--- src/rtl/operand_pipe_pkg.sv ---
package operand_pipe_pkg;

    localparam int MAX_DEPTH = 2;

    // Legal (main depth, cascade depth) pairings.
    function automatic bit depth_pair_ok(input int depth, input int casc);
        if (depth < 0 || depth > MAX_DEPTH) return 1'b0;
        if (depth == 0) return (casc == 0);
        if (depth == 1) return (casc == 1);
        return (casc == 1 || casc == 2);
    endfunction

endpackage

--- src/rtl/opnd_src_sel.sv ---
module opnd_src_sel #(
    parameter int WIDTH        = 27,
    parameter bit FROM_CASCADE = 1'b0
) (
    input  logic [WIDTH-1:0] par_i,
    input  logic [WIDTH-1:0] casc_i,
    output logic [WIDTH-1:0] src_o
);

    generate
        if (FROM_CASCADE) begin : g_casc
            assign src_o = casc_i;
        end else begin : g_par
            assign src_o = par_i;
        end
    endgenerate

endmodule

--- src/rtl/opnd_stage_reg.sv ---
module opnd_stage_reg #(
    parameter int WIDTH     = 27,
    parameter bit ASYNC_RST = 1'b0
) (
    input  logic             clk_i,
    input  logic             arst_i,
    input  logic             srst_i,
    input  logic             ce_i,
    input  logic [WIDTH-1:0] d_i,
    output logic [WIDTH-1:0] q_o
);

    typedef struct packed {
        logic [WIDTH-1:0] data;
        logic             primed;
    } stage_t;

    stage_t cur_q;
    stage_t nxt_d;
    logic   sync_clr;

    assign sync_clr = !ASYNC_RST && srst_i;

    always_comb begin
        nxt_d = cur_q;
        if (sync_clr) begin
            nxt_d.data   = '0;
            nxt_d.primed = 1'b1;
        end else if (ce_i) begin
            nxt_d.data = d_i;
        end
    end

    generate
        if (ASYNC_RST) begin : g_async
            always_ff @(posedge clk_i or posedge arst_i) begin
                if (arst_i) begin
                    cur_q <= '{data: '0, primed: 1'b1};
                end else begin
                    cur_q <= nxt_d;
                end
            end
        end else begin : g_sync
            always_ff @(posedge clk_i) begin
                cur_q <= nxt_d;
            end

            AST_SRST_CLEARS: assert property (@(posedge clk_i)
                srst_i |=> (q_o == '0)) else $error("stage not cleared");
        end
    endgenerate

    assign q_o = cur_q.data;

    AST_CE_LOADS: assert property (@(posedge clk_i) disable iff (arst_i)
        (cur_q.primed && ce_i && !sync_clr) |=> (q_o == $past(d_i)))
        else $error("stage did not load");

    AST_HOLD_VALUE: assert property (@(posedge clk_i) disable iff (arst_i)
        (cur_q.primed && !ce_i && !sync_clr) |=> $stable(q_o))
        else $error("stage changed while disabled");

endmodule

--- src/rtl/opnd_tap_sel.sv ---
module opnd_tap_sel #(
    parameter int WIDTH      = 27,
    parameter int DEPTH      = 1,
    parameter int CASC_DEPTH = 1
) (
    input  logic [WIDTH-1:0] src_i,
    input  logic [WIDTH-1:0] st1_i,
    input  logic [WIDTH-1:0] st2_i,
    input  logic             early_i,
    output logic [WIDTH-1:0] alu_o,
    output logic [WIDTH-1:0] mult_o,
    output logic [WIDTH-1:0] casc_o
);

    generate
        if (DEPTH == 0) begin : g_bypass
            assign alu_o  = src_i;
            assign mult_o = src_i;
            assign casc_o = src_i;
        end else begin : g_reg
            assign alu_o  = st2_i;
            assign mult_o = early_i ? st1_i : st2_i;
            if (DEPTH == 2 && CASC_DEPTH == 1) begin : g_casc_early
                assign casc_o = st1_i;
            end else begin : g_casc_late
                assign casc_o = st2_i;
            end
        end
    endgenerate

endmodule

--- src/rtl/operand_input_pipe.sv ---
module operand_input_pipe #(
    parameter int WIDTH        = 27,
    parameter int DEPTH        = 1,
    parameter int CASC_DEPTH   = 1,
    parameter bit FROM_CASCADE = 1'b0,
    parameter bit ASYNC_RST    = 1'b0,
    parameter bit INV_CLK      = 1'b0,
    parameter bit INV_RST      = 1'b0,
    parameter bit INV_MODE     = 1'b0
) (
    input  logic             clk_i,
    input  logic             arst_i,
    input  logic             srst1_i,
    input  logic             srst2_i,
    input  logic             ce1_i,
    input  logic             ce2_i,
    input  logic             mode_i,
    input  logic [WIDTH-1:0] par_i,
    input  logic [WIDTH-1:0] casc_i,
    output logic [WIDTH-1:0] alu_o,
    output logic [WIDTH-1:0] mult_o,
    output logic [WIDTH-1:0] casc_o
);

    localparam bit PAIR_OK = operand_pipe_pkg::depth_pair_ok(DEPTH, CASC_DEPTH);

    initial begin
        AST_DEPTH_PAIR: assert (PAIR_OK)
            else $error("illegal depth %0d / cascade depth %0d", DEPTH, CASC_DEPTH);
    end

    logic             clk_int;
    logic             arst_eff;
    logic             srst1_eff;
    logic             srst2_eff;
    logic             early_sel;
    logic [WIDTH-1:0] src;
    logic [WIDTH-1:0] st1;
    logic [WIDTH-1:0] st2;

    assign clk_int   = clk_i ^ INV_CLK;
    assign arst_eff  = ASYNC_RST ? (arst_i ^ INV_RST) : 1'b0;
    assign srst1_eff = ASYNC_RST ? 1'b0 : (srst1_i ^ INV_RST);
    assign srst2_eff = ASYNC_RST ? 1'b0 : (srst2_i ^ INV_RST);
    assign early_sel = mode_i ^ INV_MODE;

    opnd_src_sel #(
        .WIDTH       (WIDTH),
        .FROM_CASCADE(FROM_CASCADE)
    ) u_src (
        .par_i (par_i),
        .casc_i(casc_i),
        .src_o (src)
    );

    generate
        if (DEPTH == 0) begin : g_no_stage
            assign st1 = '0;
            assign st2 = '0;
        end else begin : g_stages
            logic [WIDTH-1:0] st2_in;

            if (DEPTH == 2) begin : g_chain
                assign st2_in = st1;
            end else begin : g_parallel
                assign st2_in = src;
            end

            opnd_stage_reg #(
                .WIDTH    (WIDTH),
                .ASYNC_RST(ASYNC_RST)
            ) u_stage1 (
                .clk_i (clk_int),
                .arst_i(arst_eff),
                .srst_i(srst1_eff),
                .ce_i  (ce1_i),
                .d_i   (src),
                .q_o   (st1)
            );

            opnd_stage_reg #(
                .WIDTH    (WIDTH),
                .ASYNC_RST(ASYNC_RST)
            ) u_stage2 (
                .clk_i (clk_int),
                .arst_i(arst_eff),
                .srst_i(srst2_eff),
                .ce_i  (ce2_i),
                .d_i   (st2_in),
                .q_o   (st2)
            );
        end
    endgenerate

    opnd_tap_sel #(
        .WIDTH     (WIDTH),
        .DEPTH     (DEPTH),
        .CASC_DEPTH(CASC_DEPTH)
    ) u_taps (
        .src_i  (src),
        .st1_i  (st1),
        .st2_i  (st2),
        .early_i(early_sel),
        .alu_o  (alu_o),
        .mult_o (mult_o),
        .casc_o (casc_o)
    );

endmodule

--- config.mk ---
export PLATFORM = sky130hd
export DESIGN_NAME = operand_input_pipe
export DESIGN_NICKNAME = d
export VERILOG_FILES = /design/src/rtl/operand_pipe_pkg.sv /design/src/rtl/opnd_src_sel.sv /design/src/rtl/opnd_stage_reg.sv /design/src/rtl/opnd_tap_sel.sv /design/src/rtl/operand_input_pipe.sv
export SDC_FILE = /design/constraint.sdc
export NUM_CORES = 1
export LEC_CHECK = 0
export ABC_CLOCK_PERIOD_IN_PS = 800
export BUFFER_PORTS_ARGS = -buffer_cell sky130_fd_sc_hd__buf_2
export CAP_MARGIN = 15
export CORE_ASPECT_RATIO = 0.6
export CORE_MARGIN = 2
export CORE_UTILIZATION = 40
export DETAILED_ROUTE_END_ITERATION = 10
export PLACE_DENSITY = 0.7
export REMOVE_ABC_BUFFERS = 1
export SLEW_MARGIN = 20
export SYNTH_ARGS = -nofsm -noshare
export SYNTH_HDL_FRONTEND = slang
export SYNTH_HIERARCHICAL = 1
export SYNTH_SLANG_ARGS = --single-unit
--- constraint.sdc ---
create_clock -name clk_i -period 0.8 [get_ports clk_i]
set_input_delay 0.08 -clock clk_i [delete_from_list [all_inputs] [get_ports clk_i]]
set_output_delay 0.08 -clock clk_i [all_outputs]
set_load 0.03 [all_outputs]
==> results of run 1 <==
-- sequential cells by signal, indices dropped and copies added (netlist names) --
register,count
g_stages.u_stage1/q_o,27
g_stages.u_stage2/q_o,27
-- metrics by stage --
stage / hold WS (ps) / utilization [%] / TNS, ps
2_1_floorplan: 152 / - / -12930
3_3_place_gp: 327 / 44.9 / -4260
3_5_place_dp: 345 / 44.9 / -4460
4_1_cts: 44.4 / 56.4 / -16530
5_1_grt: 49.4 / 57.5 / -18300
6_report: 46.9 / 57.5 / -15670
-- final cells by class --
type	instances	area share, %
well taps	104	3.11
clock inverters	3	0.958
flip-flops and latches	54	27.1
repair buffers	156	38.6
multi-input cells	135	27.3
clock buffers	5	2.99
-- worst max-delay path, delay by kind of cell, from the launching register on --
family,cells,cell delay (ps)
DFF,1,330
buffers and inverters,1,140
muxes,1,270
-- worst max-delay path by stage --
stage	endpoint	slack [ps]
6_report	mult_o[3]	-300
3_3_place_gp	mult_o[3]	-180
4_1_cts	mult_o[26]	-300
2_1_floorplan	mult_o[0]	-340
3_5_place_dp	mult_o[26]	-200
5_1_grt	mult_o[24]	-340
-- where the power goes --
part           switching, uW  internal, uW
registers                100          2870
logic                   1080          1080
clock network            931          1470
total                   2110          5420
-- timing repair --
action	4_1_cts	5_1_grt
endpoints found under the setup margin	81	90
cloned	0	0
hold buffers	0	0
buffers inserted	7	13
resized for setup	211	40
pin swaps	0	5
-- layout by cell type, fill, tap and decap left out, drive strengths merged --
master    n
dfxtp    54
buf     156
clkinv    2
bufinv    1
clkbuf    5
mux2     27
mux2i    54
nor2     54
-- layer usage --
metal	vias up	GRT usage, %
met5	-	0
met1	920	19.9
li1	980	-
met4	0	2.38
met2	77	26.8
met3	2	4.28
==> metrics.txt, run 1 <==
status=finished, violations left; failing checks=setup timing; hold depth=3; Final Max Slew Viols=0; Mapped Avg Cell Area=roughly 11 um2; routed len/inst=14.4 um; latest clock arrival within the worst-skew pair=280 ps; RSZ-0062 raised after global routing=true; Row Count=24; number of antenna-violating nets in the routed design=0; Core Region=0.00727 mm2; Via-to-Cell Ratio=4.33; # DRC=0; final hold vios=0; initial DRC count=55; GRT overflow=0; via count of the first global-routing pass=2000; worst reg2reg path depth=4; root buf cell=clkbuf_16; worst hold path class=input port to flop; post-DP HPWL=about 4100 um; cell count after synthesis=285; R2R setup slack=-70 ps; Max stage delay on crit path=between 300 and 400 ps; Power Density=1800 mW/mm2; multi-input logic area=0.00114 mm2; placed cell count=between 400 and 500; initial antenna violation count=0; Die Area=between 0.008 and 0.009 mm2; Starting Density=41.2%; end of the worst register-to-register path=g_stages.u_stage2/q_o[23]; YS warnings=6; final period utilization=138%; Pre-antenna DRT Iters=3; CP max stage cell=dfxtp_2; reg-to-reg startpoint=g_stages.u_stage2/q_o[23]; dpl cell area=between 0.003 and 0.004 mm2; fin cells=457; CP Data Arrival Time=1020 ps; die height=between 70 and 80 um; CP endpoint kind=output pin; clock-pin slew of the registers on the worst-case setup and hold paths=70 ps; crit path kind=flop to output pin; first-pass GRT wire length=10100 um; gr usage total=15.5%; WHS Endpoint=g_stages.u_stage2/q_o[3]; Leakage=0.00208 uW; Final setup viols=around 90; CP cell instances=mux2_4 -> buf_6; top sig layer=met4; Met1 Wirelength=2910 um; metal3 WL=456 um; Req. time, crit path=720 ps; Max rail drop VDD=around 0.88 mV; relative slew slack=88.8%; fill count=roughly 600; CTS tree=yes; clock buffer count from CTS=5; Total Power=7530 uW; share of post-route cells with drive strength above 1=65.7%; post-synth design cell area=0.00300 mm2; Final Cell Area=0.00418 mm2; net count reported at finish=approximately 410; Critical Path Start=g_stages.u_stage2/q_o[3]; pin count of the biggest net entering global routing=28; final WL=roughly 6600 um; crit path launch type=flop; Achievable Freq=905 MHz; metal2 WL=3190 um; Final Skew=0 ps; die width=116 um; clock sink count=54; ant diodes=0; GPL Wtd Cong=0.718; Hold Crit Start=par_i[3]; Area Growth Syn to Fin=39.6%; H-tree Lvls=2; Placement Setup Slack=-201 ps; Final Critical Period=roughly 1100 ps; Least-Margin Pin Slew=164 ps; clk buf depth=2; IO Pins=~140; port bufs=between 100 and 150; register cell area after layout=around 0.0011 mm2; via count=1979; Max Cap Viol=0; Max Fanout on Critical Path=2; final setup margin=-305 ps
(Power assumes the default switching activity.)
==> run 2: changes to the inputs <==
--- a/config.mk
+++ b/config.mk
@@ -6,13 +6,14 @@
 export NUM_CORES = 1
 export LEC_CHECK = 0
 export ABC_CLOCK_PERIOD_IN_PS = 800
-export BUFFER_PORTS_ARGS = -buffer_cell sky130_fd_sc_hd__buf_2
 export CAP_MARGIN = 15
 export CORE_ASPECT_RATIO = 0.6
 export CORE_MARGIN = 2
 export CORE_UTILIZATION = 40
+export CTS_BUF_LIST = sky130_fd_sc_hd__clkbuf_2 sky130_fd_sc_hd__clkbuf_4 sky130_fd_sc_hd__clkbuf_8
 export DETAILED_ROUTE_END_ITERATION = 10
-export PLACE_DENSITY = 0.7
+export DONT_BUFFER_PORTS = 1
+export PLACE_DENSITY = 0.53
 export REMOVE_ABC_BUFFERS = 1
 export SLEW_MARGIN = 20
 export SYNTH_ARGS = -nofsm -noshare
==> run 2 against run 1 <==
Effect of this change: the flow finishes with violations (hold timing, setup timing); non-clock buffer count shrank 117; flip-flop and latch count stayed put; sequential share of layout area rose by 9.4 points; setup slack improved by 40 ps; die area is the same; routed wire length shrank 17%; first-iteration DRC count decreased by 45%.
==> metrics.txt, run 2 (same netlist as run 1, synthesis figures left out) <==
Final Skew=0 ps (unchanged); Via-to-Cell Ratio=4.65 (+7.4%); RSZ-0062 raised after global routing=true; latest clock arrival within the worst-skew pair=300 ps (+20 ps); Hold Crit Start=srst2_i; Least-Margin Pin Slew=144 ps (-19.4 ps); CP Data Arrival Time=980 ps (-40 ps); Area Growth Syn to Fin=2.13%; first-pass GRT wire length=8110 um (-19%); end of the worst register-to-register path=g_stages.u_stage2/q_o[4]; clock sink count=54 (unchanged); IO Pins=142 (unchanged); Max Fanout on Critical Path=3 (+1); Die Area=0.00822 mm2 (unchanged); reg-to-reg startpoint=g_stages.u_stage2/q_o[4]; pin count of the biggest net entering global routing=28 (unchanged); Critical Path Start=g_stages.u_stage2/q_o[8]; crit path launch type=flop; port bufs=0 (-100%); Pre-antenna DRT Iters=4 (+1); hold_ws=-179 ps (-226 ps); Bufs and invs on worst path=0 (-1); dpl cell area=0.00254 mm2 (-22%); worst hold path class=input port to flop; gr usage total=12.9% (-2.6 points); relative slew slack=90.1% (+1.3 points); final setup margin=-264 ps (+40.2 ps); Final Cell Area=0.00306 mm2 (-27%); H-tree Lvls=2 (unchanged); GRT overflow=0 (unchanged); Max Cap Viol=0 (unchanged); ant diodes=0 (unchanged); final period utilization=133% (-5.0 points); routed len/inst=16.0 um (+11%); number of antenna-violating nets in the routed design=0 (unchanged); Core Region=0.00727 mm2 (unchanged); worst reg2reg path depth=3 (-1); clock-pin slew of the registers on the worst-case setup and hold paths=100 ps (+30 ps); Leakage=0.00141 uW (-32%); CTS tree=yes; root buf cell=clkbuf_8; crit path kind=flop to output pin; # DRC=0 (unchanged); die width=116 um (unchanged); most frequent cells in the layout=54 x mux2i_1, 54 x nor2_1, 27 x dfxtp_1, 27 x mux2_4, 26 x dfxtp_2; die height=71.0 um (unchanged); GPL Wtd Cong=0.646 (-10%); Row Count=24 (unchanged); CP endpoint kind=output pin; Starting Density=41.2% (unchanged); failing checks=hold timing, setup timing; share of post-route cells with drive strength above 1=42.6% (-23 points); Final Critical Period=1060 ps (-40.2 ps); Crit path depth=1 (-1); Power Density=1920 mW/mm2 (+6.3%); initial antenna violation count=0 (unchanged); largest delay contributor family on the critical path=flip-flops; via count of the first global-routing pass=1632 (-18%); initial DRC count=30 (-45%); CP cell instances=mux2_4; net count reported at finish=296 (-28%); post-DP HPWL=3300 um (-20%); Final Max Slew Viols=0 (unchanged); final hold vios=54 (+54); R2R setup slack=50 ps (+120 ps); CP max stage cell=dfxtp_2; Req. time, crit path=720 ps (about the same); Max rail drop VDD=0.763 mV (-13%); clk buf depth=2 (unchanged); crit path to=mult_o[8]; Achievable Freq=939 MHz (+3.8%); Max stage delay on crit path=350 ps (+20 ps); final WL=5420 um (-17%); via count=1577 (-20%); clock buffer count from CTS=5 (unchanged); status=finished, violations left; Final setup viols=81 (-8.0%)
## run 2: worst min-delay path by stage
| stage | end | slack, ps | cells past startpoint |
|---|---|---|---|
| 2_1_floorplan | g_stages.u_stage1/q_o[0] | 150 | 1 |
| 3_3_place_gp | g_stages.u_stage2/q_o[23] | 160 | 1 |
| 3_5_place_dp | g_stages.u_stage1/q_o[2] | 160 | 1 |
| 4_1_cts | g_stages.u_stage2/q_o[23] | -190 | 1 |
| 5_1_grt | g_stages.u_stage2/q_o[7] | -200 | 1 |
| 6_report | g_stages.u_stage2/q_o[23] | -180 | 1 |
## run 2: where the power goes
part | switching, uW | internal (uW) | total (uW)
sequential | 125 | 2860 | 2990
clock | 848 | 674 | 1520
combinational | 729 | 619 | 1350
total | 1700 | 4160 | 5860
## run 2: metrics by stage
step           worst slack (ps)  utilization [%]  power, uW  setup TNS [ps]  instances
2_1_floorplan              -338                -       3930          -12930        189
6_report                   -264             42.1       5860          -14090        339
5_1_grt                    -305             42.1       6180          -17870        339
3_3_place_gp               66.0             35.0       4110               0        321
3_5_place_dp               68.8             35.0       4120               0        321
4_1_cts                    -277             39.4       5850          -15030        331
## run 2: layout make-up
class                      count  area, um2
clock buffer                   7       83.8
timing repair buffer          39        579
fill                         701       4210
sequential                    54       1120
tap                          104        130
multi-input combinational    135       1150
## run 2: timing repair
| action | CTS | global route |
|---|---|---|
| setup buffers | 3 | 8 |
| resized for setup | 74 | 34 |
| setup endpoints to repair | 81 | 81 |
| hold endpoints to repair | 54 | 54 |
## run 2: routing by layer
layer,routed length (um),track usage (%),vias up
li1,-,-,742
met1,2530,16.7,750
met2,2230,18.5,77
met3,611,6.68,8
met4,60,4.76,0
met5,0,0,-
==> run 3: changes to the inputs <==
--- a/config.mk
+++ b/config.mk
@@ -5,15 +5,15 @@
 export SDC_FILE = /design/constraint.sdc
 export NUM_CORES = 1
 export LEC_CHECK = 0
-export ABC_CLOCK_PERIOD_IN_PS = 800
+export ABC_CLOCK_PERIOD_IN_PS = 860
 export CAP_MARGIN = 15
 export CORE_ASPECT_RATIO = 0.6
 export CORE_MARGIN = 2
 export CORE_UTILIZATION = 40
-export CTS_BUF_LIST = sky130_fd_sc_hd__clkbuf_2 sky130_fd_sc_hd__clkbuf_4 sky130_fd_sc_hd__clkbuf_8
+export CTS_BUF_LIST = sky130_fd_sc_hd__clkbuf_2
 export DETAILED_ROUTE_END_ITERATION = 10
 export DONT_BUFFER_PORTS = 1
-export PLACE_DENSITY = 0.53
+export PLACE_DENSITY = 0.55
 export REMOVE_ABC_BUFFERS = 1
 export SLEW_MARGIN = 20
 export SYNTH_ARGS = -nofsm -noshare
==> constraint.sdc (replaced) <==
create_clock -name clk_i -period 0.86 [get_ports clk_i]
set_input_delay 0.086 -clock clk_i [delete_from_list [all_inputs] [get_ports clk_i]]
set_output_delay 0.086 -clock clk_i [all_outputs]
set_load 0.03 [all_outputs]
==> run 3 against run 2 <==
Effect of this change: routed wire length grew 6.4%; the flow still finishes with violations (hold timing, setup timing); cell area up 6.7%; global-route usage rose by 0.53 points; die area stayed put; critical endpoint is now mult_o[3]; combinational power up 4%; clock-buffer cell count fell by 1; largest power group unchanged.
==> metrics.txt, run 3 (same netlist as run 1, synthesis figures left out) <==
status=finished, violations left; failing checks=hold timing, setup timing; Bufs and invs on worst path=0 (unchanged); Leakage=0.00151 uW (+7.0%); die width=116 um (unchanged); Layout Utilization=44.9% (+2.8 points); Crit path depth=1 (unchanged); Req. time, crit path=770 ps (+50 ps); most frequent cells in the layout=54 x mux2i_1, 54 x nor2_1; GPL Wtd Cong=0.703 (+8.8%); crit path kind=flop to output pin; RSZ-0062 raised after global routing=true; Setup TNS=-24310 ps (-10220 ps); via count=1663 (+5.5%); Starting Density=41.2% (unchanged); fin cells=369 (+8.8%); Post-CTS Hold Fix Bufs=29; post-DP HPWL=3340 um (+1.2%); clock buffer count from CTS=5 (unchanged); Power Density=1580 mW/mm2 (-17%); number of antenna-violating nets in the routed design=0 (unchanged); die height=71.0 um (unchanged); placed cell count=320 (-0.31%); final hold vios=54 (unchanged); fill count=693 (-1.1%); Pre-antenna DRT Iters=4 (unchanged); final setup margin=-387 ps (-123 ps); via count of the first global-routing pass=1665 (+2.0%); first-pass GRT wire length=8380 um (+3.3%); share of post-route cells with drive strength above 1=38.5% (-4.1 points); net count reported at finish=325 (+9.8%); Achievable Freq=802 MHz; CP cell instances=mux2_4; initial antenna violation count=0 (unchanged); Max rail drop VDD=0.791 mV (+3.6%); Max stage delay on crit path=400 ps (+50 ps); latest clock arrival within the worst-skew pair=440 ps (+140 ps); relative slew slack=62.9% (-27 points); Final Max Slew Viols=0 (unchanged); Die Area=0.00822 mm2 (unchanged); gr usage total=13.5% (+0.53 points); Row Count=24 (unchanged); IO Pins=142 (unchanged); port bufs=0 (unchanged); CP max stage cell=dfxtp_2; worst hold path class=input port to flop; initial DRC count=35 (+17%); largest delay contributor family on the critical path=flip-flops; H-tree Lvls=2 (unchanged); hold depth=2 (+1); clock sink count=54 (unchanged); Final Skew=0 ps (unchanged); CP endpoint kind=output pin; GRT overflow=0 (unchanged); final WL=5770 um (+6.4%); # DRC=0 (unchanged); Max Fanout on Critical Path=3 (unchanged); Core Region=0.00727 mm2 (unchanged); CP Data Arrival Time=1160 ps (+180 ps); hold_ws=-213 ps (-33.8 ps); final period utilization=145%; pin count of the biggest net entering global routing=28 (unchanged); ant diodes=0 (unchanged); CTS tree=yes; clock-pin slew of the registers on the worst-case setup and hold paths=250 ps (+150 ps); Final Critical Period=1250 ps; Least-Margin Pin Slew=557 ps (+412 ps); Area Growth Syn to Fin=8.94%; root buf cell=clkbuf_2; Max Cap Viol=0 (unchanged); crit path launch type=flop; Final setup viols=81 (unchanged); clk buf depth=2 (unchanged); worst reg2reg path depth=3 (unchanged); routed len/inst=15.6 um (-2.3%); Via-to-Cell Ratio=4.51 (-3.1%)
-- run 3: changes by cell type in the layout (fill, tap and decap cells not counted), moves of 2 or more --
cell	before	now
clkbuf_4	2	0
clkbuf_2	0	6
dlygate4sd3_1	0	27
buf_4	1	6
clkbuf_8	5	0
buf_6	13	16
buf_8	15	6
buf_12	10	12
-- run 3: metrics by stage --
| step | cell area [um2] | total power [uW] | hold WS [ps] | setup WS (ps) |
|---|---|---|---|---|
| 5_1_grt | 3260 | 5450 | -294 | -482 |
| 4_1_cts | 3020 | 5100 | -266 | -432 |
| 3_3_place_gp | 2540 | 3820 | 162 | 120 |
| 3_5_place_dp | 2540 | 3830 | 163 | 112 |
| 6_report | 3260 | 5160 | -213 | -387 |
| 2_1_floorplan | 2200 | 3650 | 158 | -284 |
-- run 3: final cells by class --
type	instances	area (um2)	area share, %
Multi-Input combinational cell	135	1150	35.2
Sequential cell	54	1110	34.2
Timing Repair Buffer	68	831	25.5
Tap cell	104	130	3.99
Clock buffer	6	30.0	0.920
Clock inverter	2	8.76	0.268
-- run 3: path summary, 6_finish.rpt --
check	endpoint	slack (ps)	from
worst max-delay path	mult_o[3]	-390	g_stages.u_stage2/q_o[3]
worst min-delay path	g_stages.u_stage1/q_o[17]	-210	ce1_i
worst max register to register	g_stages.u_stage2/q_o[4]	70	g_stages.u_stage2/q_o[4]
worst min register to register	g_stages.u_stage1/q_o[23]	530	g_stages.u_stage1/q_o[23]
-- run 3: where the power goes --
| group | total (uW) | leakage (uW) | internal, uW | switching [uW] |
|---|---|---|---|---|
| Sequential | 2780 | 0.000455 | 2670 | 108 |
| Combinational | 1410 | 0.00103 | 645 | 766 |
| Clock | 972 | 0.0000304 | 200 | 772 |
| Total | 5160 | 0.00151 | 3520 | 1650 |
-- run 3: metal layers --
metal	wire length (um)	vias up	global-route usage (%)
met2	2520	81	20.3
met1	2770	772	17.8
met3	422	8	5.57
met4	56	0	3.84
met5	0	-	0
li1	-	802	-
-- run 3: timing repair --
item | 4_1_cts | 5_1_grt
buffers inserted | 2 | 10
endpoints found under the hold margin | 54 | 54
gates resized for setup | 53 | 42
endpoints found under the setup margin | 81 | 81
